### config.mk
export PLATFORM = sky130hd
export DESIGN_NAME = div_unit
export DESIGN_NICKNAME = d
export VERILOG_FILES = /design/src/rtl/div_pkg.sv /design/src/rtl/div_prep.sv /design/src/rtl/div_iter.sv /design/src/rtl/div_post.sv /design/src/rtl/div_unit.sv
export SDC_FILE = /design/constraint.sdc
export NUM_CORES = 1
export LEC_CHECK = 0
export ABC_AREA = 0
export BUFFER_PORTS_ARGS = -buffer_cell sky130_fd_sc_hd__buf_4
export CAP_MARGIN = 25
export CORE_ASPECT_RATIO = 1.5
export CORE_MARGIN = 8
export CORE_UTILIZATION = 45
export DETAILED_ROUTE_END_ITERATION = 16
export GPL_TIMING_DRIVEN = 0
export PLACE_DENSITY = 0.69
export SYNTH_ARGS = -nofsm -noshare
export SYNTH_HDL_FRONTEND = slang
export SYNTH_HIERARCHICAL = 1
export SYNTH_SLANG_ARGS = --single-unit
### constraint.sdc
create_clock -name clk -period 3.4 [get_ports clk]
set_input_delay 0 -clock clk [delete_from_list [all_inputs] [get_ports clk]]
set_output_delay 0 -clock clk [all_outputs]
set_load 0.005 [all_outputs]
### src/rtl/div_pkg.sv
package div_pkg;
  typedef enum logic [1:0] {
    DM_USHORT = 2'd0,
    DM_SSHORT = 2'd1,
    DM_ULONG  = 2'd2,
    DM_SLONG  = 2'd3
  } div_mode_e;

  typedef enum logic [1:0] {
    ST_IDLE = 2'd0,
    ST_RUN  = 2'd1,
    ST_FIN  = 2'd2
  } div_state_e;

  function automatic logic mode_signed(div_mode_e m);
    return (m == DM_SSHORT) || (m == DM_SLONG);
  endfunction

  function automatic logic mode_long(div_mode_e m);
    return (m == DM_ULONG) || (m == DM_SLONG);
  endfunction
endpackage

### src/rtl/div_prep.sv
module div_prep
  import div_pkg::*;
#(
  parameter int DW = 32
) (
  input  div_mode_e         mode,
  input  logic [DW-1:0]     hi_word,
  input  logic [DW-1:0]     lo_word,
  input  logic [DW-1:0]     dvs_word,
  output logic [2*DW-1:0]   mag_dvd,
  output logic [DW-1:0]     mag_dvs,
  output logic              quot_neg,
  output logic              rem_neg,
  output logic              dvs_zero
);
  localparam int HW  = DW / 2;
  localparam int DDW = 2 * DW;

  function automatic logic [DDW-1:0] abs_wide(logic [DDW-1:0] v, logic neg);
    return neg ? (~v + 1'b1) : v;
  endfunction

  function automatic logic [DW-1:0] abs_narrow(logic [DW-1:0] v, logic neg);
    return neg ? (~v + 1'b1) : v;
  endfunction

  logic [DDW-1:0] dvd_ext;
  logic [DW-1:0]  dvs_ext;
  logic           dvd_sign;
  logic           dvs_sign;

  always_comb begin
    case (mode)
      DM_USHORT: begin
        dvd_ext = {{DW{1'b0}}, lo_word};
        dvs_ext = {{HW{1'b0}}, dvs_word[HW-1:0]};
      end
      DM_SSHORT: begin
        dvd_ext = {{DW{lo_word[DW-1]}}, lo_word};
        dvs_ext = {{HW{dvs_word[HW-1]}}, dvs_word[HW-1:0]};
      end
      default: begin
        dvd_ext = {hi_word, lo_word};
        dvs_ext = dvs_word;
      end
    endcase
    dvd_sign = mode_signed(mode) & dvd_ext[DDW-1];
    dvs_sign = mode_signed(mode) & dvs_ext[DW-1];
    mag_dvd  = abs_wide(dvd_ext, dvd_sign);
    mag_dvs  = abs_narrow(dvs_ext, dvs_sign);
    quot_neg = dvd_sign ^ dvs_sign;
    rem_neg  = dvd_sign;
    dvs_zero = (dvs_ext == '0);
  end
endmodule

### src/rtl/div_iter.sv
module div_iter #(
  parameter int DW = 32
) (
  input  logic              clk,
  input  logic              rst_n,
  input  logic              load,
  input  logic              step,
  input  logic [2*DW-1:0]   dvd_in,
  input  logic [DW-1:0]     dvs_in,
  output logic [2*DW-1:0]   quot_mag,
  output logic [DW-1:0]     rem_mag
);
  localparam int DDW = 2 * DW;

  logic [DDW-1:0] q_r;
  logic [DW-1:0]  r_r;
  logic [DW-1:0]  d_r;
  logic [DW:0]    shifted;
  logic [DW:0]    trial;
  logic           fits;

  always_comb begin
    shifted = {r_r, q_r[DDW-1]};
    trial   = shifted - {1'b0, d_r};
    fits    = ~trial[DW];
  end

  always_ff @(posedge clk) begin
    if (!rst_n) begin
      q_r <= '0;
      r_r <= '0;
      d_r <= '0;
    end else if (load) begin
      q_r <= dvd_in;
      r_r <= '0;
      d_r <= dvs_in;
    end else if (step) begin
      r_r <= fits ? trial[DW-1:0] : shifted[DW-1:0];
      q_r <= {q_r[DDW-2:0], fits};
    end
  end

  assign quot_mag = q_r;
  assign rem_mag  = r_r;
endmodule

### src/rtl/div_post.sv
module div_post
  import div_pkg::*;
#(
  parameter int DW = 32
) (
  input  div_mode_e         mode,
  input  logic [2*DW-1:0]   quot_mag,
  input  logic [DW-1:0]     rem_mag,
  input  logic              quot_neg,
  input  logic              rem_neg,
  output logic [DW-1:0]     out_lo,
  output logic [DW-1:0]     out_hi,
  output logic              ovf,
  output logic              n_bit,
  output logic              z_bit
);
  localparam int HW  = DW / 2;
  localparam int DDW = 2 * DW;

  function automatic logic [DDW-1:0] apply_sign_q(logic [DDW-1:0] v, logic neg);
    return neg ? (~v + 1'b1) : v;
  endfunction

  function automatic logic [DW-1:0] apply_sign_r(logic [DW-1:0] v, logic neg);
    return neg ? (~v + 1'b1) : v;
  endfunction

  logic [DDW-1:0] q_s;
  logic [DW-1:0]  r_s;

  always_comb begin
    q_s = apply_sign_q(quot_mag, quot_neg);
    r_s = apply_sign_r(rem_mag, rem_neg);
    case (mode)
      DM_USHORT: ovf = |quot_mag[DDW-1:HW];
      DM_SSHORT: ovf = (|quot_mag[DDW-1:HW]) ||
                       (quot_mag[HW-1] && !(quot_neg && quot_mag[HW-2:0] == '0));
      DM_ULONG:  ovf = |quot_mag[DDW-1:DW];
      default:   ovf = (|quot_mag[DDW-1:DW]) ||
                       (quot_mag[DW-1] && !(quot_neg && quot_mag[DW-2:0] == '0));
    endcase
    if (mode_long(mode)) begin
      out_lo = q_s[DW-1:0];
      out_hi = r_s;
      n_bit  = q_s[DW-1];
      z_bit  = (q_s[DW-1:0] == '0);
    end else begin
      out_lo = {r_s[HW-1:0], q_s[HW-1:0]};
      out_hi = '0;
      n_bit  = q_s[HW-1];
      z_bit  = (q_s[HW-1:0] == '0);
    end
  end
endmodule

### src/rtl/div_unit.sv
module div_unit
  import div_pkg::*;
#(
  parameter int DW = 32
) (
  input  logic          clk,
  input  logic          rst_n,
  input  logic          start,
  input  logic [1:0]    mode,
  input  logic [DW-1:0] src_hi,
  input  logic [DW-1:0] src_lo,
  input  logic [DW-1:0] divisor,
  output logic          busy,
  output logic          done,
  output logic [DW-1:0] res_lo,
  output logic [DW-1:0] res_hi,
  output logic          we_lo,
  output logic          we_hi,
  output logic          flag_upd,
  output logic          flag_n,
  output logic          flag_z,
  output logic          flag_v,
  output logic          flag_c,
  output logic          div_zero
);
  localparam int DDW = 2 * DW;
  localparam int CW  = $clog2(DDW);

  div_state_e     st;
  logic [CW-1:0]  cnt;
  div_mode_e      mode_r;
  logic           qneg_r;
  logic           rneg_r;
  logic           dz_r;

  logic [DDW-1:0] p_mag_dvd;
  logic [DW-1:0]  p_mag_dvs;
  logic           p_qneg;
  logic           p_rneg;
  logic           p_dz;
  logic [DDW-1:0] quot_mag;
  logic [DW-1:0]  rem_mag;
  logic [DW-1:0]  post_lo;
  logic [DW-1:0]  post_hi;
  logic           post_ovf;
  logic           post_n;
  logic           post_z;

  // named events used by the bound checker
  logic           accept_evt;
  logic           step_evt;
  logic           fin_evt;
  logic           dz_evt;
  logic           ovf_evt;
  logic           ok_evt;

  assign accept_evt = start && (st == ST_IDLE);
  assign step_evt   = (st == ST_RUN);
  assign fin_evt    = (st == ST_FIN);
  assign dz_evt     = fin_evt && dz_r;
  assign ovf_evt    = fin_evt && !dz_r && post_ovf;
  assign ok_evt     = fin_evt && !dz_r && !post_ovf;
  assign busy       = (st != ST_IDLE);

  div_prep #(.DW(DW)) u_prep (
    .mode     (div_mode_e'(mode)),
    .hi_word  (src_hi),
    .lo_word  (src_lo),
    .dvs_word (divisor),
    .mag_dvd  (p_mag_dvd),
    .mag_dvs  (p_mag_dvs),
    .quot_neg (p_qneg),
    .rem_neg  (p_rneg),
    .dvs_zero (p_dz)
  );

  div_iter #(.DW(DW)) u_iter (
    .clk      (clk),
    .rst_n    (rst_n),
    .load     (accept_evt),
    .step     (step_evt),
    .dvd_in   (p_mag_dvd),
    .dvs_in   (p_mag_dvs),
    .quot_mag (quot_mag),
    .rem_mag  (rem_mag)
  );

  div_post #(.DW(DW)) u_post (
    .mode     (mode_r),
    .quot_mag (quot_mag),
    .rem_mag  (rem_mag),
    .quot_neg (qneg_r),
    .rem_neg  (rneg_r),
    .out_lo   (post_lo),
    .out_hi   (post_hi),
    .ovf      (post_ovf),
    .n_bit    (post_n),
    .z_bit    (post_z)
  );

  always_ff @(posedge clk) begin
    if (!rst_n) begin
      st     <= ST_IDLE;
      cnt    <= '0;
      mode_r <= DM_USHORT;
      qneg_r <= 1'b0;
      rneg_r <= 1'b0;
      dz_r   <= 1'b0;
    end else begin
      case (st)
        ST_IDLE: if (accept_evt) begin
          st     <= ST_RUN;
          cnt    <= '0;
          mode_r <= div_mode_e'(mode);
          qneg_r <= p_qneg;
          rneg_r <= p_rneg;
          dz_r   <= p_dz;
        end
        ST_RUN: begin
          cnt <= cnt + 1'b1;
          if (cnt == CW'(DDW - 1)) st <= ST_FIN;
        end
        default: st <= ST_IDLE;
      endcase
    end
  end

  always_ff @(posedge clk) begin
    if (!rst_n) begin
      done     <= 1'b0;
      we_lo    <= 1'b0;
      we_hi    <= 1'b0;
      flag_upd <= 1'b0;
      div_zero <= 1'b0;
      res_lo   <= '0;
      res_hi   <= '0;
      flag_n   <= 1'b0;
      flag_z   <= 1'b0;
      flag_v   <= 1'b0;
      flag_c   <= 1'b0;
    end else begin
      done     <= fin_evt;
      we_lo    <= ok_evt;
      we_hi    <= ok_evt && mode_long(mode_r);
      flag_upd <= ok_evt || ovf_evt;
      div_zero <= dz_evt;
      if (ok_evt) begin
        res_lo <= post_lo;
        if (mode_long(mode_r)) res_hi <= post_hi;
        flag_n <= post_n;
        flag_z <= post_z;
        flag_v <= 1'b0;
        flag_c <= 1'b0;
      end else if (ovf_evt) begin
        flag_z <= 1'b0;
        flag_v <= 1'b1;
        flag_c <= 1'b0;
      end
    end
  end
endmodule

==> results of run 1 <==
==> sequential cells by signal (all words and copies together) (netlist names) <==
register	count
div_zero	1
we_lo	1
dz_r	1
u_iter/d_r	32
res_hi	32
rneg_r	1
u_iter/quot_mag	64
flag_v	1
flag_upd	1
res_lo	32
mode_r	2
flag_z	1
u_iter/rem_mag	32
flag_n	1
done	1
st	2
cnt	6
qneg_r	1
we_hi	1
==> synthesized netlist by cell type, types with 37 or more instances <==
cell type,n
sky130_fd_sc_hd__a21oi_1,107
sky130_fd_sc_hd__and2_1,92
sky130_fd_sc_hd__clkbuf_1,91
sky130_fd_sc_hd__dfxtp_1,213
sky130_fd_sc_hd__ha_1,37
sky130_fd_sc_hd__inv_1,64
sky130_fd_sc_hd__mux2i_1,126
sky130_fd_sc_hd__nand2_1,221
sky130_fd_sc_hd__nor2_1,86
sky130_fd_sc_hd__nor2b_1,58
sky130_fd_sc_hd__o21ai_0,145
sky130_fd_sc_hd__xnor2_1,109
sky130_fd_sc_hd__xor2_1,60
==> cell type report <==
cell class              instances  area, sq um
diodes                          3        7.507
plain buffers                 132        621.8
clock buffers                  28        623.1
clock inverters                11        176.4
fillers                      3272        15280
inverters                      65        244.0
multi-input cells            1554        10590
flip-flops and latches        213         4279
well taps                     425        531.8
repair buffers                235         1912
==> kinds of logic (layout without fill, tap and decap cells) <==
| kind of cell | after synthesis | after routing | share of synthesized area |
|---|---|---|---|
| simple gates | 708 | 708 | 0.2442 |
| compound gates | 510 | 510 | 0.2202 |
| flops | 213 | 213 | 0.2725 |
| buf+inv | 197 | 471 | 0.05501 |
| xor+xnor | 170 | 170 | 0.09563 |
| mux | 127 | 127 | 0.08132 |
| fa+ha+maj | 38 | 38 | 0.03086 |
| other cells | 1 | 4 | 0.0002397 |
==> where the power goes <==
part	leakage [uW]	switching, uW	internal [uW]
registers	0.00174	189	2620
clock network	0.000392	1080	1610
logic	0.00536	1780	1250
==> path summary, 6_finish.rpt <==
path                                  startpoint  cells after the start  slack, ns                        endpoint
setup / recovery  u_iter/rem_mag[1]$_SDFFE_PP0P_                     11       0.10  u_iter/rem_mag[0]$_SDFFE_PP0P_
hold / removal                       divisor[29]                      5       0.01     u_iter/d_r[29]$_SDFFE_PN0P_
setup reg to reg  u_iter/rem_mag[1]$_SDFFE_PP0P_                     11       0.10  u_iter/rem_mag[0]$_SDFFE_PP0P_
hold reg to reg          res_hi[29]$_SDFFE_PN0P_                      2       0.45         res_hi[29]$_SDFFE_PN0P_
==> critical path, cell delays in order (launching register included) <==
cell and delay (ns):
sky130_fd_sc_hd__dfxtp_1 0.51, sky130_fd_sc_hd__ha_1 0.34, sky130_fd_sc_hd__nor2b_1 0.15, sky130_fd_sc_hd__o21a_1 0.19
sky130_fd_sc_hd__o211ai_2 0.22, sky130_fd_sc_hd__a311oi_4 0.18, sky130_fd_sc_hd__o21a_4 0.29, sky130_fd_sc_hd__o211a_1 0.25
sky130_fd_sc_hd__or3_1 0.32, sky130_fd_sc_hd__buf_4 0.18, sky130_fd_sc_hd__or4_1 0.47, sky130_fd_sc_hd__o311ai_1 0.08
==> what timing repair did <==
| action | 4_1_cts | 5_1_grt |
|---|---|---|
| hold buffers | 59 | 0 |
| setup buffers | 4 | 0 |
| endpoints found under the setup margin | 99 | 96 |
| hold endpoints to repair | 64 | 0 |
| pin swaps | 5 | 5 |
| resized for setup | 10 | 20 |
==> per-stage QoR <==
stage                     power, uW  area [sq um]  std cells
final                          8520         18990       2666
after global routing           8906         18990       2666
after floorplan                4838         15650       1964
after CTS                      8485         18940       2663
after detailed placement       5680         17470       2561
after global placement         5636         17470       2561
==> per-layer routing <==
| metal | GRT usage | share of wire |
|---|---|---|
| met1 | 0.2676 | 0.38 |
| met2 | 0.4814 | 0.52 |
| met3 | 0.02435 | 0.041 |
| met4 | 0.1675 | 0.062 |
| met5 | 0 | 0 |
==> report_table.html, run 1 <==
<table>
<tr><th>Metric</th><th>Value</th></tr>
<tr><th colspan="2">Power</th></tr>
<tr><td>Max IR drop VDD</td><td>336.3 uV</td></tr>
<tr><td>P per Cell Area</td><td>448.8 mW/mm^2</td></tr>
<tr><td>Static power due to leakage</td><td>0.007494 uW</td></tr>
<tr><th colspan="2">Synthesis</th></tr>
<tr><td>Fraction of synthesized cell area taken by the top area cell type</td><td>0.2725</td></tr>
<tr><td>Net count after synthesis</td><td>2103</td></tr>
<tr><td>Cell variety after synth</td><td>94</td></tr>
<tr><td>Primary flip-flop cell chosen by synthesis mapping</td><td>sky130_fd_sc_hd__dfxtp_1</td></tr>
<tr><td>Synthesized flop and latch total</td><td>213</td></tr>
<tr><td>Cells taking the most area after synthesis</td><td>sky130_fd_sc_hd__dfxtp_1 (27%), sky130_fd_sc_hd__mux2i_1 (8.1%), sky130_fd_sc_hd__xnor2_1 (6.1%)</td></tr>
<tr><td>Per-instance average area after synthesis</td><td>7.967 sq um</td></tr>
<tr><td>Sequential element share of the synthesized area</td><td>0.2725</td></tr>
<tr><td>Syn Inst Count</td><td>1964</td></tr>
<tr><td>EDFF count, synth</td><td>0</td></tr>
<tr><td>Synthesized cell area</td><td>0.01565 sq mm</td></tr>
<tr><td>Asr flop ratio synth</td><td>0</td></tr>
<tr><td>Cell type with the highest aggregate area in the netlist</td><td>sky130_fd_sc_hd__dfxtp_1</td></tr>
<tr><td>Number of warnings reported in the yosys synthesis log</td><td>6</td></tr>
<tr><th colspan="2">Drt</th></tr>
<tr><td>Final routed DRC violation total</td><td>0</td></tr>
<tr><td>Drt initial violations</td><td>945</td></tr>
<tr><td>Count of antenna-violating nets left after detailed routing</td><td>0</td></tr>
<tr><td>Per-cell via count in the routed design</td><td>5.818</td></tr>
<tr><td>DR vias</td><td>15510</td></tr>
<tr><td>Drt total wl</td><td>54.81 mm</td></tr>
<tr><td>WL per Instance</td><td>20.56 um</td></tr>
<tr><td>Total iterations of the first detailed-routing run</td><td>6</td></tr>
<tr><th colspan="2">Timing</th></tr>
<tr><td>Min Clock Period, post-route</td><td>3.300 ns</td></tr>
<tr><td>Worst-case setup margin in the final layout</td><td>0.1003 ns</td></tr>
<tr><td>Hold Slack</td><td>0.01201 ns</td></tr>
<tr><td>Hold violation count in the final report</td><td>0</td></tr>
<tr><td>TNS Setup</td><td>0 ns</td></tr>
<tr><td>Max_slew headroom</td><td>0.4011</td></tr>
<tr><td>Max Slew Vio Count</td><td>0</td></tr>
<tr><td>Setup repair after global routing missed its margin</td><td>no</td></tr>
<tr><td>Maximum frequency from static timing analysis</td><td>303.1 MHz</td></tr>
<tr><td>Worst setup skew after layout</td><td>0.02811 ns</td></tr>
<tr><td>Share of the clock period used by the worst path</td><td>0.9705</td></tr>
<tr><td>Transition time of the tightest slew-check pin</td><td>0.8944 ns</td></tr>
<tr><td>Setup violations, final</td><td>0</td></tr>
<tr><th colspan="2">Clock network</th></tr>
<tr><td>Sink count of the clock tree</td><td>213</td></tr>
<tr><td>Clock tree from TritonCTS</td><td>yes</td></tr>
<tr><td>Maximum clock path buffer count</td><td>3</td></tr>
<tr><td>Reg clk slew, reported paths</td><td>0.07 ns</td></tr>
<tr><td>CTS root buf</td><td>sky130_fd_sc_hd__clkbuf_16</td></tr>
<tr><td>Clock buffer count from CTS</td><td>22</td></tr>
<tr><td>Number of H-tree levels</td><td>1</td></tr>
<tr><td>Clock network latency to the later pin of the worst-skew pair</td><td>0.54 ns</td></tr>
<tr><th colspan="2">Die</th></tr>
<tr><td>Row cnt</td><td>83</td></tr>
<tr><td>Starting Density</td><td>0.4566</td></tr>
<tr><td>Height of the chip</td><td>244.4 um</td></tr>
<tr><td>Area of the core</td><td>0.03427 sq mm</td></tr>
<tr><td>Number of top-level design ports</td><td>175</td></tr>
<tr><td>Horizontal die dimension</td><td>168.3 um</td></tr>
<tr><td>Overall die area</td><td>0.04112 sq mm</td></tr>
<tr><th colspan="2">Global route</th></tr>
<tr><td>Maximum number of pins on one net before global-route repair</td><td>15</td></tr>
<tr><td>Vias in the first global route</td><td>15710</td></tr>
<tr><td>Number of antenna violations at the first check in global routing</td><td>3</td></tr>
<tr><td>First-pass GRT wire length</td><td>85.15 mm</td></tr>
<tr><td>Total global routing track utilization</td><td>0.2565</td></tr>
<tr><td>Sum of overflow across all layers after global routing</td><td>0</td></tr>
<tr><th colspan="2">Worst hold path</th></tr>
<tr><td>HP Class</td><td>in2reg</td></tr>
<tr><th colspan="2">Placement</th></tr>
<tr><td>Port-buffer cells</td><td>172</td></tr>
<tr><td>GP Congestion</td><td>0.9572</td></tr>
<tr><td>Worst-case setup slack after placement</td><td>-0.4541 ns</td></tr>
<tr><td>Final HPWL DP</td><td>42.72 mm</td></tr>
<tr><th colspan="2">Setup path</th></tr>
<tr><td>Data arrival time of the critical path</td><td>3.73 ns</td></tr>
<tr><td>Startpoint types</td><td>register</td></tr>
<tr><td>Critical Path Sink Type</td><td>register</td></tr>
<tr><td>Largest fanout on the critical path</td><td>9</td></tr>
<tr><td>Critical path required time</td><td>3.83 ns</td></tr>
<tr><td>Critical setup path kind</td><td>reg2reg</td></tr>
<tr><th colspan="2">Layout</th></tr>
<tr><td>Share of final-layout standard cells stronger than drive strength 1</td><td>0.1501</td></tr>
<tr><td>Utilization of the core after routing</td><td>0.5540</td></tr>
<tr><td>Most common library cell in the layout ignoring fill and taps</td><td>sky130_fd_sc_hd__nand2_1</td></tr>
<tr><td>Commonest non-fill, non-tap cells in the layout</td><td>sky130_fd_sc_hd__nand2_1 (221), sky130_fd_sc_hd__dfxtp_1 (203), sky130_fd_sc_hd__buf_4 (186), sky130_fd_sc_hd__o21ai_0 (144), sky130_fd_sc_hd__mux2i_1 (126)</td></tr>
<tr><td>Area Overhead vs Synth</td><td>21.33%</td></tr>
<tr><td>NumNets Final</td><td>2362</td></tr>
<tr><th colspan="2">Outcome</th></tr>
<tr><td>Outcome</td><td>finished clean</td></tr>
<tr><th colspan="2">Flow run</th></tr>
<tr><td>Max-cap violations</td><td>0</td></tr>
</table>
Power figures use the tool's default switching activity.
==> run 2, diff against run 1 <==
--- a/config.mk
+++ b/config.mk
@@ -8,12 +8,14 @@
 export ABC_AREA = 0
 export BUFFER_PORTS_ARGS = -buffer_cell sky130_fd_sc_hd__buf_4
 export CAP_MARGIN = 25
+export CELL_PAD_IN_SITES_DETAIL_PLACEMENT = 1
+export CELL_PAD_IN_SITES_GLOBAL_PLACEMENT = 2
 export CORE_ASPECT_RATIO = 1.5
 export CORE_MARGIN = 8
-export CORE_UTILIZATION = 45
+export CORE_UTILIZATION = 36
 export DETAILED_ROUTE_END_ITERATION = 16
 export GPL_TIMING_DRIVEN = 0
-export PLACE_DENSITY = 0.69
+export PLACE_DENSITY = 0.87
 export SYNTH_ARGS = -nofsm -noshare
 export SYNTH_HDL_FRONTEND = slang
 export SYNTH_HIERARCHICAL = 1
==> run 2 against run 1 <==
Clock skew is 0.0075 ns lower. Utilization is 11 points lower. Clock power shrank 11%. Critical endpoint unchanged. Maximum frequency is 0.73% higher. Highest routed layer is now met5. Largest cell class unchanged. Combinational power increased by 4%. Worst setup slack improved by 0.024 ns. Sequential power hardly changed. Global-route usage fell by 1.8 points.
==> report_table.html, run 2 (synthesis results as in run 1) <==
<table>
<tr><th>Metric</th><th>Value</th></tr>
<tr><th colspan="2">Outcome</th></tr>
<tr><td>Outcome</td><td>finished clean (unchanged)</td></tr>
<tr><th colspan="2">Clock network</th></tr>
<tr><td>Reg clk slew, reported paths</td><td>0.07 ns (about the same)</td></tr>
<tr><td>Number of H-tree levels</td><td>1 (unchanged)</td></tr>
<tr><td>Clock tree from TritonCTS</td><td>yes (unchanged)</td></tr>
<tr><td>Sink count of the clock tree</td><td>213 (unchanged)</td></tr>
<tr><td>Clock buffer count from CTS</td><td>21 (was 22)</td></tr>
<tr><td>Maximum clock path buffer count</td><td>3 (unchanged)</td></tr>
<tr><td>Clock network latency to the later pin of the worst-skew pair</td><td>0.53 ns (was 0.54 ns)</td></tr>
<tr><td>CTS root buf</td><td>sky130_fd_sc_hd__clkbuf_16 (unchanged)</td></tr>
<tr><th colspan="2">Timing</th></tr>
<tr><td>Worst setup skew after layout</td><td>0.02063 ns (was 0.02811 ns)</td></tr>
<tr><td>Min Clock Period, post-route</td><td>3.276 ns (was 3.300 ns)</td></tr>
<tr><td>Maximum frequency from static timing analysis</td><td>305.3 MHz (was 303.1 MHz)</td></tr>
<tr><td>Hold violation count in the final report</td><td>0 (unchanged)</td></tr>
<tr><td>TNS Setup</td><td>0 ns (unchanged)</td></tr>
<tr><td>Worst-case setup margin in the final layout</td><td>0.1242 ns (was 0.1003 ns)</td></tr>
<tr><td>Max_slew headroom</td><td>0.4762 (was 0.4011)</td></tr>
<tr><td>Share of the clock period used by the worst path</td><td>0.9635 (was 0.9705)</td></tr>
<tr><td>Transition time of the tightest slew-check pin</td><td>0.7857 ns (was 0.8944 ns)</td></tr>
<tr><td>Max Slew Vio Count</td><td>0 (unchanged)</td></tr>
<tr><td>Setup violations, final</td><td>0 (unchanged)</td></tr>
<tr><th colspan="2">Die</th></tr>
<tr><td>Number of top-level design ports</td><td>175 (unchanged)</td></tr>
<tr><td>Overall die area</td><td>0.05053 sq mm (was 0.04112 sq mm)</td></tr>
<tr><td>Height of the chip</td><td>271.3 um (was 244.4 um)</td></tr>
<tr><td>Area of the core</td><td>0.04294 sq mm (was 0.03427 sq mm)</td></tr>
<tr><td>Horizontal die dimension</td><td>186.2 um (was 168.3 um)</td></tr>
<tr><td>Starting Density</td><td>0.3644 (was 0.4566)</td></tr>
<tr><td>Row cnt</td><td>93 (was 83)</td></tr>
<tr><th colspan="2">Layout</th></tr>
<tr><td>Most common library cell in the layout ignoring fill and taps</td><td>sky130_fd_sc_hd__nand2_1 (unchanged)</td></tr>
<tr><td>Area Overhead vs Synth</td><td>22.70% (was 21.33%)</td></tr>
<tr><td>Final Instance Count excl. Fillers</td><td>2811 (was 2666)</td></tr>
<tr><td>Number of filler cells placed in the layout</td><td>5248 (was 3272)</td></tr>
<tr><td>Total area of multi-input combinational cells</td><td>0.01065 sq mm (was 0.01059 sq mm)</td></tr>
<tr><td>Commonest non-fill, non-tap cells in the layout</td><td>sky130_fd_sc_hd__nand2_1 (221), sky130_fd_sc_hd__dfxtp_1 (198), sky130_fd_sc_hd__buf_4 (196), sky130_fd_sc_hd__o21ai_0 (144), sky130_fd_sc_hd__mux2i_1 (126) (was sky130_fd_sc_hd__nand2_1 (221), sky130_fd_sc_hd__dfxtp_1 (203), sky130_fd_sc_hd__buf_4 (186), sky130_fd_sc_hd__o21ai_0 (144), sky130_fd_sc_hd__mux2i_1 (126))</td></tr>
<tr><td>Reg area</td><td>0.004295 sq mm (was 0.004279 sq mm)</td></tr>
<tr><td>Utilization of the core after routing</td><td>0.4472 (was 0.5540)</td></tr>
<tr><td>Post-route cell area</td><td>0.01920 sq mm (was 0.01899 sq mm)</td></tr>
<tr><td>Share of final-layout standard cells stronger than drive strength 1</td><td>0.1574 (was 0.1501)</td></tr>
<tr><td>NumNets Final</td><td>2362 (unchanged)</td></tr>
<tr><td>Largest register FFs</td><td>64 (unchanged)</td></tr>
<tr><th colspan="2">Worst hold path</th></tr>
<tr><td>Beginning of the worst hold path</td><td>divisor[28] (was divisor[29])</td></tr>
<tr><td>Hold worst-path end</td><td>u_iter/d_r[28]$_SDFFE_PN0P_ (was u_iter/d_r[29]$_SDFFE_PN0P_)</td></tr>
<tr><td>Worst hold stages</td><td>5 (unchanged)</td></tr>
<tr><td>HP Class</td><td>in2reg (unchanged)</td></tr>
<tr><th colspan="2">Drt</th></tr>
<tr><td>WL per Instance</td><td>21.82 um (was 20.56 um)</td></tr>
<tr><td>Per-cell via count in the routed design</td><td>5.561 (was 5.818)</td></tr>
<tr><td>Drt initial violations</td><td>762 (was 945)</td></tr>
<tr><td>DR vias</td><td>15630 (was 15510)</td></tr>
<tr><td>Final routed DRC violation total</td><td>0 (unchanged)</td></tr>
<tr><td>Total iterations of the first detailed-routing run</td><td>5 (was 6)</td></tr>
<tr><td>Count of antenna-violating nets left after detailed routing</td><td>0 (unchanged)</td></tr>
<tr><td>Drt total wl</td><td>61.32 mm (was 54.81 mm)</td></tr>
<tr><th colspan="2">Global route</th></tr>
<tr><td>Vias in the first global route</td><td>17000 (was 15710)</td></tr>
<tr><td>Maximum number of pins on one net before global-route repair</td><td>17 (was 15)</td></tr>
<tr><td>Sum of overflow across all layers after global routing</td><td>0 (unchanged)</td></tr>
<tr><td>Total global routing track utilization</td><td>0.2388 (was 0.2565)</td></tr>
<tr><td>Number of antenna violations at the first check in global routing</td><td>5 (was 3)</td></tr>
<tr><td>First-pass GRT wire length</td><td>95.71 mm (was 85.15 mm)</td></tr>
<tr><th colspan="2">Placement</th></tr>
<tr><td>Port-buffer cells</td><td>172 (unchanged)</td></tr>
<tr><td>Placed insts</td><td>2706 (was 2561)</td></tr>
<tr><td>Final HPWL DP</td><td>48.23 mm (was 42.72 mm)</td></tr>
<tr><td>Area after DPL</td><td>0.01765 sq mm (was 0.01747 sq mm)</td></tr>
<tr><td>Worst-case setup slack after placement</td><td>-0.5651 ns (was -0.4541 ns)</td></tr>
<tr><td>GP Congestion</td><td>0.9168 (was 0.9572)</td></tr>
<tr><th colspan="2">Setup path</th></tr>
<tr><td>Critical path required time</td><td>3.82 ns (was 3.83 ns)</td></tr>
<tr><td>Cells traversed along the worst timing path</td><td>inv_1 &gt; ha_1 &gt; fa_2 &gt; nor2b_2 &gt; o21a_1 &gt; o211ai_4 &gt; a311oi_4 &gt; o21a_4 &gt; nor4_2 &gt; or3_1 &gt; buf_4 &gt; or4_1 &gt; o311ai_1 (was ha_1 &gt; nor2b_1 &gt; o21a_1 &gt; o211ai_2 &gt; a311oi_4 &gt; o21a_4 &gt; o211a_1 &gt; or3_1 &gt; buf_4 &gt; or4_1 &gt; o311ai_1)</td></tr>
<tr><td>Register-to-Register Setup Slack</td><td>0.12 ns (was 0.10 ns)</td></tr>
<tr><td>Length in cells of the worst reg-to-reg path</td><td>13 (was 11)</td></tr>
<tr><td>Largest fanout on the critical path</td><td>9 (unchanged)</td></tr>
<tr><td>Delay contributed by the slowest stage of the critical path</td><td>0.47 ns (was 0.51 ns)</td></tr>
<tr><td>Critical setup path kind</td><td>reg2reg (unchanged)</td></tr>
<tr><td>Data arrival time of the critical path</td><td>3.70 ns (was 3.73 ns)</td></tr>
<tr><td>Master of the slowest instance on the critical path</td><td>sky130_fd_sc_hd__or4_1 (was sky130_fd_sc_hd__dfxtp_1)</td></tr>
<tr><td>Sum of buffers and inverters on the critical path</td><td>2 (was 1)</td></tr>
<tr><td>Critical Path Sink Type</td><td>register (unchanged)</td></tr>
<tr><td>Worst reg2reg path endpoint</td><td>u_iter/rem_mag[0]$_SDFFE_PP0P_ (unchanged)</td></tr>
<tr><td>Worst reg2reg startpoint</td><td>u_iter/quot_mag[63]$_SDFFE_PN0P_ (was u_iter/rem_mag[1]$_SDFFE_PP0P_)</td></tr>
<tr><td>Startpoint types</td><td>register (unchanged)</td></tr>
<tr><td>Delay-heaviest family, CP</td><td>simple AND/OR/NAND/NOR gates (was compound AO/OA/AOI/OAI gates)</td></tr>
<tr><th colspan="2">Power</th></tr>
<tr><td>Static power due to leakage</td><td>0.007484 uW (was 0.007494 uW)</td></tr>
<tr><td>P per Cell Area</td><td>436.3 mW/mm^2 (was 448.8 mW/mm^2)</td></tr>
<tr><td>Max IR drop VDD</td><td>287.9 uV (was 336.3 uV)</td></tr>
<tr><th colspan="2">Flow run</th></tr>
<tr><td>Max-cap violations</td><td>0 (unchanged)</td></tr>
</table>
run 2: final cells by class:
cell class	count	area share
diodes	4	0.0005213
plain buffers	131	0.03402
clock buffers	26	0.02939
clock inverters	11	0.006386
inverters	65	0.01271
multi-input cells	1554	0.5547
flip-flops and latches	213	0.2237
well taps	570	0.03715
repair buffers	237	0.1014
run 2: worst max-delay path by stage:
stage | from | cells after the start | endpoint
after CTS | u_iter/rem_mag[14]$_SDFFE_PP0P_ | 9 | u_iter/rem_mag[0]$_SDFFE_PP0P_
after global placement | u_iter/rem_mag[0]$_SDFFE_PP0P_ | 12 | u_iter/quot_mag[0]$_SDFFE_PN0P_
after floorplan | u_iter/quot_mag[63]$_SDFFE_PN0P_ | 13 | u_iter/rem_mag[0]$_SDFFE_PP0P_
final | u_iter/quot_mag[63]$_SDFFE_PN0P_ | 13 | u_iter/rem_mag[0]$_SDFFE_PP0P_
after detailed placement | u_iter/rem_mag[0]$_SDFFE_PP0P_ | 12 | u_iter/quot_mag[0]$_SDFFE_PN0P_
after global routing | u_iter/quot_mag[63]$_SDFFE_PN0P_ | 13 | u_iter/rem_mag[0]$_SDFFE_PP0P_
run 2: report_power, final:
group          leakage [uW]  internal [uW]  switching [uW]
Combinational       0.00540           1280            1870
Sequential          0.00174           2620             200
Clock              0.000338           1340            1060
run 2: stage by stage:
| stage | hold slack, ns | total power (uW) |
|---|---|---|
| floorplan | 0.1360 | 4838 |
| global placement | 0.2947 | 5722 |
| detailed placement | 0.3015 | 5785 |
| CTS | 0.003359 | 8370 |
| global route | 0.04076 | 8804 |
| finish | 0.02442 | 8377 |
run 2: worst reg2reg max path, cell delays in order (launching register included):
cell and delay [ns]:
sky130_fd_sc_hd__dfxtp_4 0.37, sky130_fd_sc_hd__inv_1 0.05, sky130_fd_sc_hd__ha_1 0.23, sky130_fd_sc_hd__fa_2 0.37, sky130_fd_sc_hd__nor2b_2 0.12, sky130_fd_sc_hd__o21a_1 0.18
sky130_fd_sc_hd__o211ai_4 0.11, sky130_fd_sc_hd__a311oi_4 0.33, sky130_fd_sc_hd__o21a_4 0.25, sky130_fd_sc_hd__nor4_2 0.07, sky130_fd_sc_hd__or3_1 0.36, sky130_fd_sc_hd__buf_4 0.18
sky130_fd_sc_hd__or4_1 0.48, sky130_fd_sc_hd__o311ai_1 0.09
run 2: timing repair:
action | 4_1_cts | 5_1_grt
pin swaps | 4 | 5
endpoints found under the setup margin | 118 | 86
cloned | 0 | 2
hold buffers | 53 | 0
buffers inserted | 6 | 3
resized for setup | 19 | 48
hold endpoints to repair | 58 | 0
run 2: layer usage:
layer | vias to the layer above | share of wire | routed length (um) | track usage
li1 | 7548 | - | - | -
met1 | 7556 | 0.38 | 23470 | 0.2532
met2 | 368 | 0.54 | 33090 | 0.4546
met3 | 157 | 0.027 | 1645 | 0.02099
met4 | 2 | 0.051 | 3111 | 0.1234
met5 | - | 0.00016 | 10 | 0
==> run 3, diff against run 2 <==
--- a/config.mk
+++ b/config.mk
@@ -15,6 +15,7 @@
 export CORE_UTILIZATION = 36
 export DETAILED_ROUTE_END_ITERATION = 16
 export GPL_TIMING_DRIVEN = 0
+export HOLD_SLACK_MARGIN = 0.03
 export PLACE_DENSITY = 0.87
 export SYNTH_ARGS = -nofsm -noshare
 export SYNTH_HDL_FRONTEND = slang
==> run 3 against run 2 <==
Utilization is 0.30 points higher. Die area stayed put. Register-to-register slack worse by 0.02 ns. First-iteration DRC count is 8.9% lower.
==> report_table.html, run 3 (synthesis results as in run 1) <==
<table>
<tr><th>Metric</th><th>Value</th></tr>
<tr><th colspan="2">Drt</th></tr>
<tr><td>Final routed DRC violation total</td><td>0 (unchanged)</td></tr>
<tr><td>Per-cell via count in the routed design</td><td>5.550 (was 5.561)</td></tr>
<tr><td>DR vias</td><td>15670 (was 15630)</td></tr>
<tr><td>Drt total wl</td><td>61.48 mm (was 61.32 mm)</td></tr>
<tr><td>WL per Instance</td><td>21.77 um (was 21.82 um)</td></tr>
<tr><td>Drt initial violations</td><td>694 (was 762)</td></tr>
<tr><td>Total iterations of the first detailed-routing run</td><td>5 (unchanged)</td></tr>
<tr><td>Count of antenna-violating nets left after detailed routing</td><td>0 (unchanged)</td></tr>
<tr><th colspan="2">Global route</th></tr>
<tr><td>Vias in the first global route</td><td>17060 (was 17000)</td></tr>
<tr><td>Total global routing track utilization</td><td>0.2401 (was 0.2388)</td></tr>
<tr><td>Global routing met2 resource utilization</td><td>0.4600 (was 0.4546)</td></tr>
<tr><td>First-pass GRT wire length</td><td>96.23 mm (was 95.71 mm)</td></tr>
<tr><td>Number of antenna violations at the first check in global routing</td><td>4 (was 5)</td></tr>
<tr><td>Most Used Layer, Global Route</td><td>met2 (unchanged)</td></tr>
<tr><td>Sum of overflow across all layers after global routing</td><td>0 (unchanged)</td></tr>
<tr><td>Global-route met3 utilization</td><td>0.02099 (unchanged)</td></tr>
<tr><td>Maximum number of pins on one net before global-route repair</td><td>17 (unchanged)</td></tr>
<tr><td>Global-route met1 utilization</td><td>0.2539 (was 0.2532)</td></tr>
<tr><th colspan="2">Setup path</th></tr>
<tr><td>Startpoint types</td><td>register (unchanged)</td></tr>
<tr><td>Critical setup path kind</td><td>reg2reg (unchanged)</td></tr>
<tr><td>Sum of buffers and inverters on the critical path</td><td>1 (was 2)</td></tr>
<tr><td>Largest fanout on the critical path</td><td>9 (unchanged)</td></tr>
<tr><td>Register-to-Register Setup Slack</td><td>0.11 ns (was 0.12 ns)</td></tr>
<tr><td>Cells traversed along the worst timing path</td><td>ha_1 &gt; o21a_1 &gt; o21ai_0 &gt; a211oi_2 &gt; nor2b_1 &gt; o21a_4 &gt; o211a_1 &gt; or3_1 &gt; buf_4 &gt; or4_1 &gt; o311ai_1 (was inv_1 &gt; ha_1 &gt; fa_2 &gt; nor2b_2 &gt; o21a_1 &gt; o211ai_4 &gt; a311oi_4 &gt; o21a_4 &gt; nor4_2 &gt; or3_1 &gt; buf_4 &gt; or4_1 &gt; o311ai_1)</td></tr>
<tr><td>Length in cells of the worst reg-to-reg path</td><td>11 (was 13)</td></tr>
<tr><td>Critical Path Sink Type</td><td>register (unchanged)</td></tr>
<tr><td>Worst reg2reg path endpoint</td><td>u_iter/rem_mag[0]$_SDFFE_PP0P_ (unchanged)</td></tr>
<tr><td>Master of the slowest instance on the critical path</td><td>sky130_fd_sc_hd__dfxtp_2 (was sky130_fd_sc_hd__or4_1)</td></tr>
<tr><td>Critical path required time</td><td>3.82 ns (about the same)</td></tr>
<tr><td>Worst reg2reg startpoint</td><td>u_iter/rem_mag[11]$_SDFFE_PP0P_ (was u_iter/quot_mag[63]$_SDFFE_PN0P_)</td></tr>
<tr><td>Delay contributed by the slowest stage of the critical path</td><td>0.49 ns (was 0.47 ns)</td></tr>
<tr><td>Data arrival time of the critical path</td><td>3.71 ns (was 3.70 ns)</td></tr>
<tr><td>Delay-heaviest family, CP</td><td>compound AO/OA/AOI/OAI gates (was simple AND/OR/NAND/NOR gates)</td></tr>
<tr><th colspan="2">Layout</th></tr>
<tr><td>Largest register FFs</td><td>64 (unchanged)</td></tr>
<tr><td>Commonest non-fill, non-tap cells in the layout</td><td>sky130_fd_sc_hd__nand2_1 (221), sky130_fd_sc_hd__dfxtp_1 (198), sky130_fd_sc_hd__buf_4 (196), sky130_fd_sc_hd__o21ai_0 (144), sky130_fd_sc_hd__mux2i_1 (126) (unchanged)</td></tr>
<tr><td>Post-route cell area</td><td>0.01933 sq mm (was 0.01920 sq mm)</td></tr>
<tr><td>Share of final-layout standard cells stronger than drive strength 1</td><td>0.1564 (was 0.1574)</td></tr>
<tr><td>Number of filler cells placed in the layout</td><td>5245 (was 5248)</td></tr>
<tr><td>Area Overhead vs Synth</td><td>23.53% (was 22.70%)</td></tr>
<tr><td>Final Instance Count excl. Fillers</td><td>2824 (was 2811)</td></tr>
<tr><td>Most common library cell in the layout ignoring fill and taps</td><td>sky130_fd_sc_hd__nand2_1 (unchanged)</td></tr>
<tr><td>NumNets Final</td><td>2375 (was 2362)</td></tr>
<tr><th colspan="2">Die</th></tr>
<tr><td>Row cnt</td><td>93 (unchanged)</td></tr>
<tr><td>Starting Density</td><td>0.3644 (unchanged)</td></tr>
<tr><td>Area of the core</td><td>0.04294 sq mm (unchanged)</td></tr>
<tr><td>Number of top-level design ports</td><td>175 (unchanged)</td></tr>
<tr><td>Overall die area</td><td>0.05053 sq mm (unchanged)</td></tr>
<tr><td>Horizontal die dimension</td><td>186.2 um (unchanged)</td></tr>
<tr><td>Height of the chip</td><td>271.3 um (unchanged)</td></tr>
<tr><th colspan="2">Timing</th></tr>
<tr><td>Setup violations, final</td><td>0 (unchanged)</td></tr>
<tr><td>Max_slew headroom</td><td>0.4382 (was 0.4762)</td></tr>
<tr><td>Transition time of the tightest slew-check pin</td><td>0.8427 ns (was 0.7857 ns)</td></tr>
<tr><td>Worst setup skew after layout</td><td>0.02009 ns (was 0.02063 ns)</td></tr>
<tr><td>TNS Setup</td><td>0 ns (unchanged)</td></tr>
<tr><td>Maximum frequency from static timing analysis</td><td>303.8 MHz (was 305.3 MHz)</td></tr>
<tr><td>Min Clock Period, post-route</td><td>3.292 ns (was 3.276 ns)</td></tr>
<tr><td>Hold violation count in the final report</td><td>0 (unchanged)</td></tr>
<tr><td>Share of the clock period used by the worst path</td><td>0.9682 (was 0.9635)</td></tr>
<tr><td>Max Slew Vio Count</td><td>0 (unchanged)</td></tr>
<tr><th colspan="2">Outcome</th></tr>
<tr><td>Outcome</td><td>finished clean (unchanged)</td></tr>
<tr><th colspan="2">Clock network</th></tr>
<tr><td>Number of H-tree levels</td><td>1 (unchanged)</td></tr>
<tr><td>Clock tree from TritonCTS</td><td>yes (unchanged)</td></tr>
<tr><td>Sink count of the clock tree</td><td>213 (unchanged)</td></tr>
<tr><td>Reg clk slew, reported paths</td><td>0.07 ns (about the same)</td></tr>
<tr><td>Clock network latency to the later pin of the worst-skew pair</td><td>0.53 ns (about the same)</td></tr>
<tr><td>Clock buffer count from CTS</td><td>21 (unchanged)</td></tr>
<tr><td>CTS root buf</td><td>sky130_fd_sc_hd__clkbuf_16 (unchanged)</td></tr>
<tr><td>Maximum clock path buffer count</td><td>3 (unchanged)</td></tr>
<tr><th colspan="2">Worst hold path</th></tr>
<tr><td>Beginning of the worst hold path</td><td>start (was divisor[28])</td></tr>
<tr><td>HP Class</td><td>in2reg (unchanged)</td></tr>
<tr><td>Hold worst-path end</td><td>mode_r[0]$_SDFFE_PN0P_ (was u_iter/d_r[28]$_SDFFE_PN0P_)</td></tr>
<tr><td>Worst hold stages</td><td>5 (unchanged)</td></tr>
<tr><th colspan="2">Placement</th></tr>
<tr><td>GP Congestion</td><td>0.9168 (unchanged)</td></tr>
<tr><td>Final HPWL DP</td><td>48.23 mm (unchanged)</td></tr>
<tr><td>Port-buffer cells</td><td>172 (unchanged)</td></tr>
<tr><td>Placed insts</td><td>2706 (unchanged)</td></tr>
<tr><td>Area after DPL</td><td>0.01765 sq mm (unchanged)</td></tr>
<tr><th colspan="2">Power</th></tr>
<tr><td>Static power due to leakage</td><td>0.007538 uW (was 0.007484 uW)</td></tr>
<tr><td>P per Cell Area</td><td>433.8 mW/mm^2 (was 436.3 mW/mm^2)</td></tr>
<tr><td>Max IR drop VDD</td><td>288.1 uV (was 287.9 uV)</td></tr>
<tr><th colspan="2">Flow run</th></tr>
<tr><td>Max-cap violations</td><td>0 (unchanged)</td></tr>
</table>
## run 3: changes by cell type in the layout (fill, tap and decap cells not counted)
cell,previous run,this run
sky130_fd_sc_hd__dlygate4sd3_1,53,66
## run 3: power breakdown
group	total (uW)	switching (uW)	internal [uW]
clock	2400	1050	1340
sequential	2820	200	2620
combinational	3170	1870	1300
## run 3: final cells by class
cell class                 count  area (sq um)  share of cell area
inverter                      65         244.0             0.01262
sequential                   213          4295              0.2222
tap                          570         713.2             0.03690
buffer                       131         653.1             0.03379
multi-input combinational   1554         10650              0.5510
antenna                        4         10.01           0.0005178
clock inverter                11         122.6            0.006343
clock buffer                  26         564.3             0.02919
timing repair buffer         250          2077              0.1075
## run 3: repair_timing
| item | 4_1_cts | 5_1_grt |
|---|---|---|
| hold buffers | 66 | 0 |
| gates resized for setup | 19 | 48 |
| endpoints found under the setup margin | 118 | 86 |
| cloned | 0 | 2 |
| endpoints found under the hold margin | 67 | 0 |
| buffers inserted | 6 | 3 |
| pin swaps | 4 | 5 |
## run 3: metrics by stage
step	power, uW	hold WS [ns]	setup WS (ns)	utilization
floorplan	4838	0.1360	0.3306	-
global placement	5722	0.2947	-0.5301	0.4111
detailed placement	5785	0.3015	-0.5651	0.4111
CTS	8386	0.03521	0.004905	0.4451
global route	8823	0.07165	-0.006606	0.4502
finish	8386	0.06372	0.1082	0.4502
## run 3: worst max path at each step
stage                                          start                         endpoint  slack [ns]  cells after the start
floorplan           u_iter/quot_mag[63]$_SDFFE_PN0P_   u_iter/rem_mag[0]$_SDFFE_PP0P_        0.33                     13
global placement      u_iter/rem_mag[0]$_SDFFE_PP0P_  u_iter/quot_mag[0]$_SDFFE_PN0P_       -0.53                     12
detailed placement    u_iter/rem_mag[0]$_SDFFE_PP0P_  u_iter/quot_mag[0]$_SDFFE_PN0P_       -0.57                     12
CTS                  u_iter/rem_mag[14]$_SDFFE_PP0P_   u_iter/rem_mag[0]$_SDFFE_PP0P_       0.005                      9
global route        u_iter/quot_mag[63]$_SDFFE_PN0P_   u_iter/rem_mag[0]$_SDFFE_PP0P_      -0.007                     13
finish               u_iter/rem_mag[11]$_SDFFE_PP0P_   u_iter/rem_mag[0]$_SDFFE_PP0P_        0.11                     11
## run 3: tightest hold or removal path: cells and delay by family
family | cells | cell delay [ns]
compound gates | 1 | 0.05
buf+inv | 2 | 0.19
simple gates | 2 | 0.29
## run 3: routing by layer
metal	vias up	wire length [um]
met4	2	3077
met1	7597	23390
met2	352	33450
li1	7572	-
met3	150	1562
met5	-	10
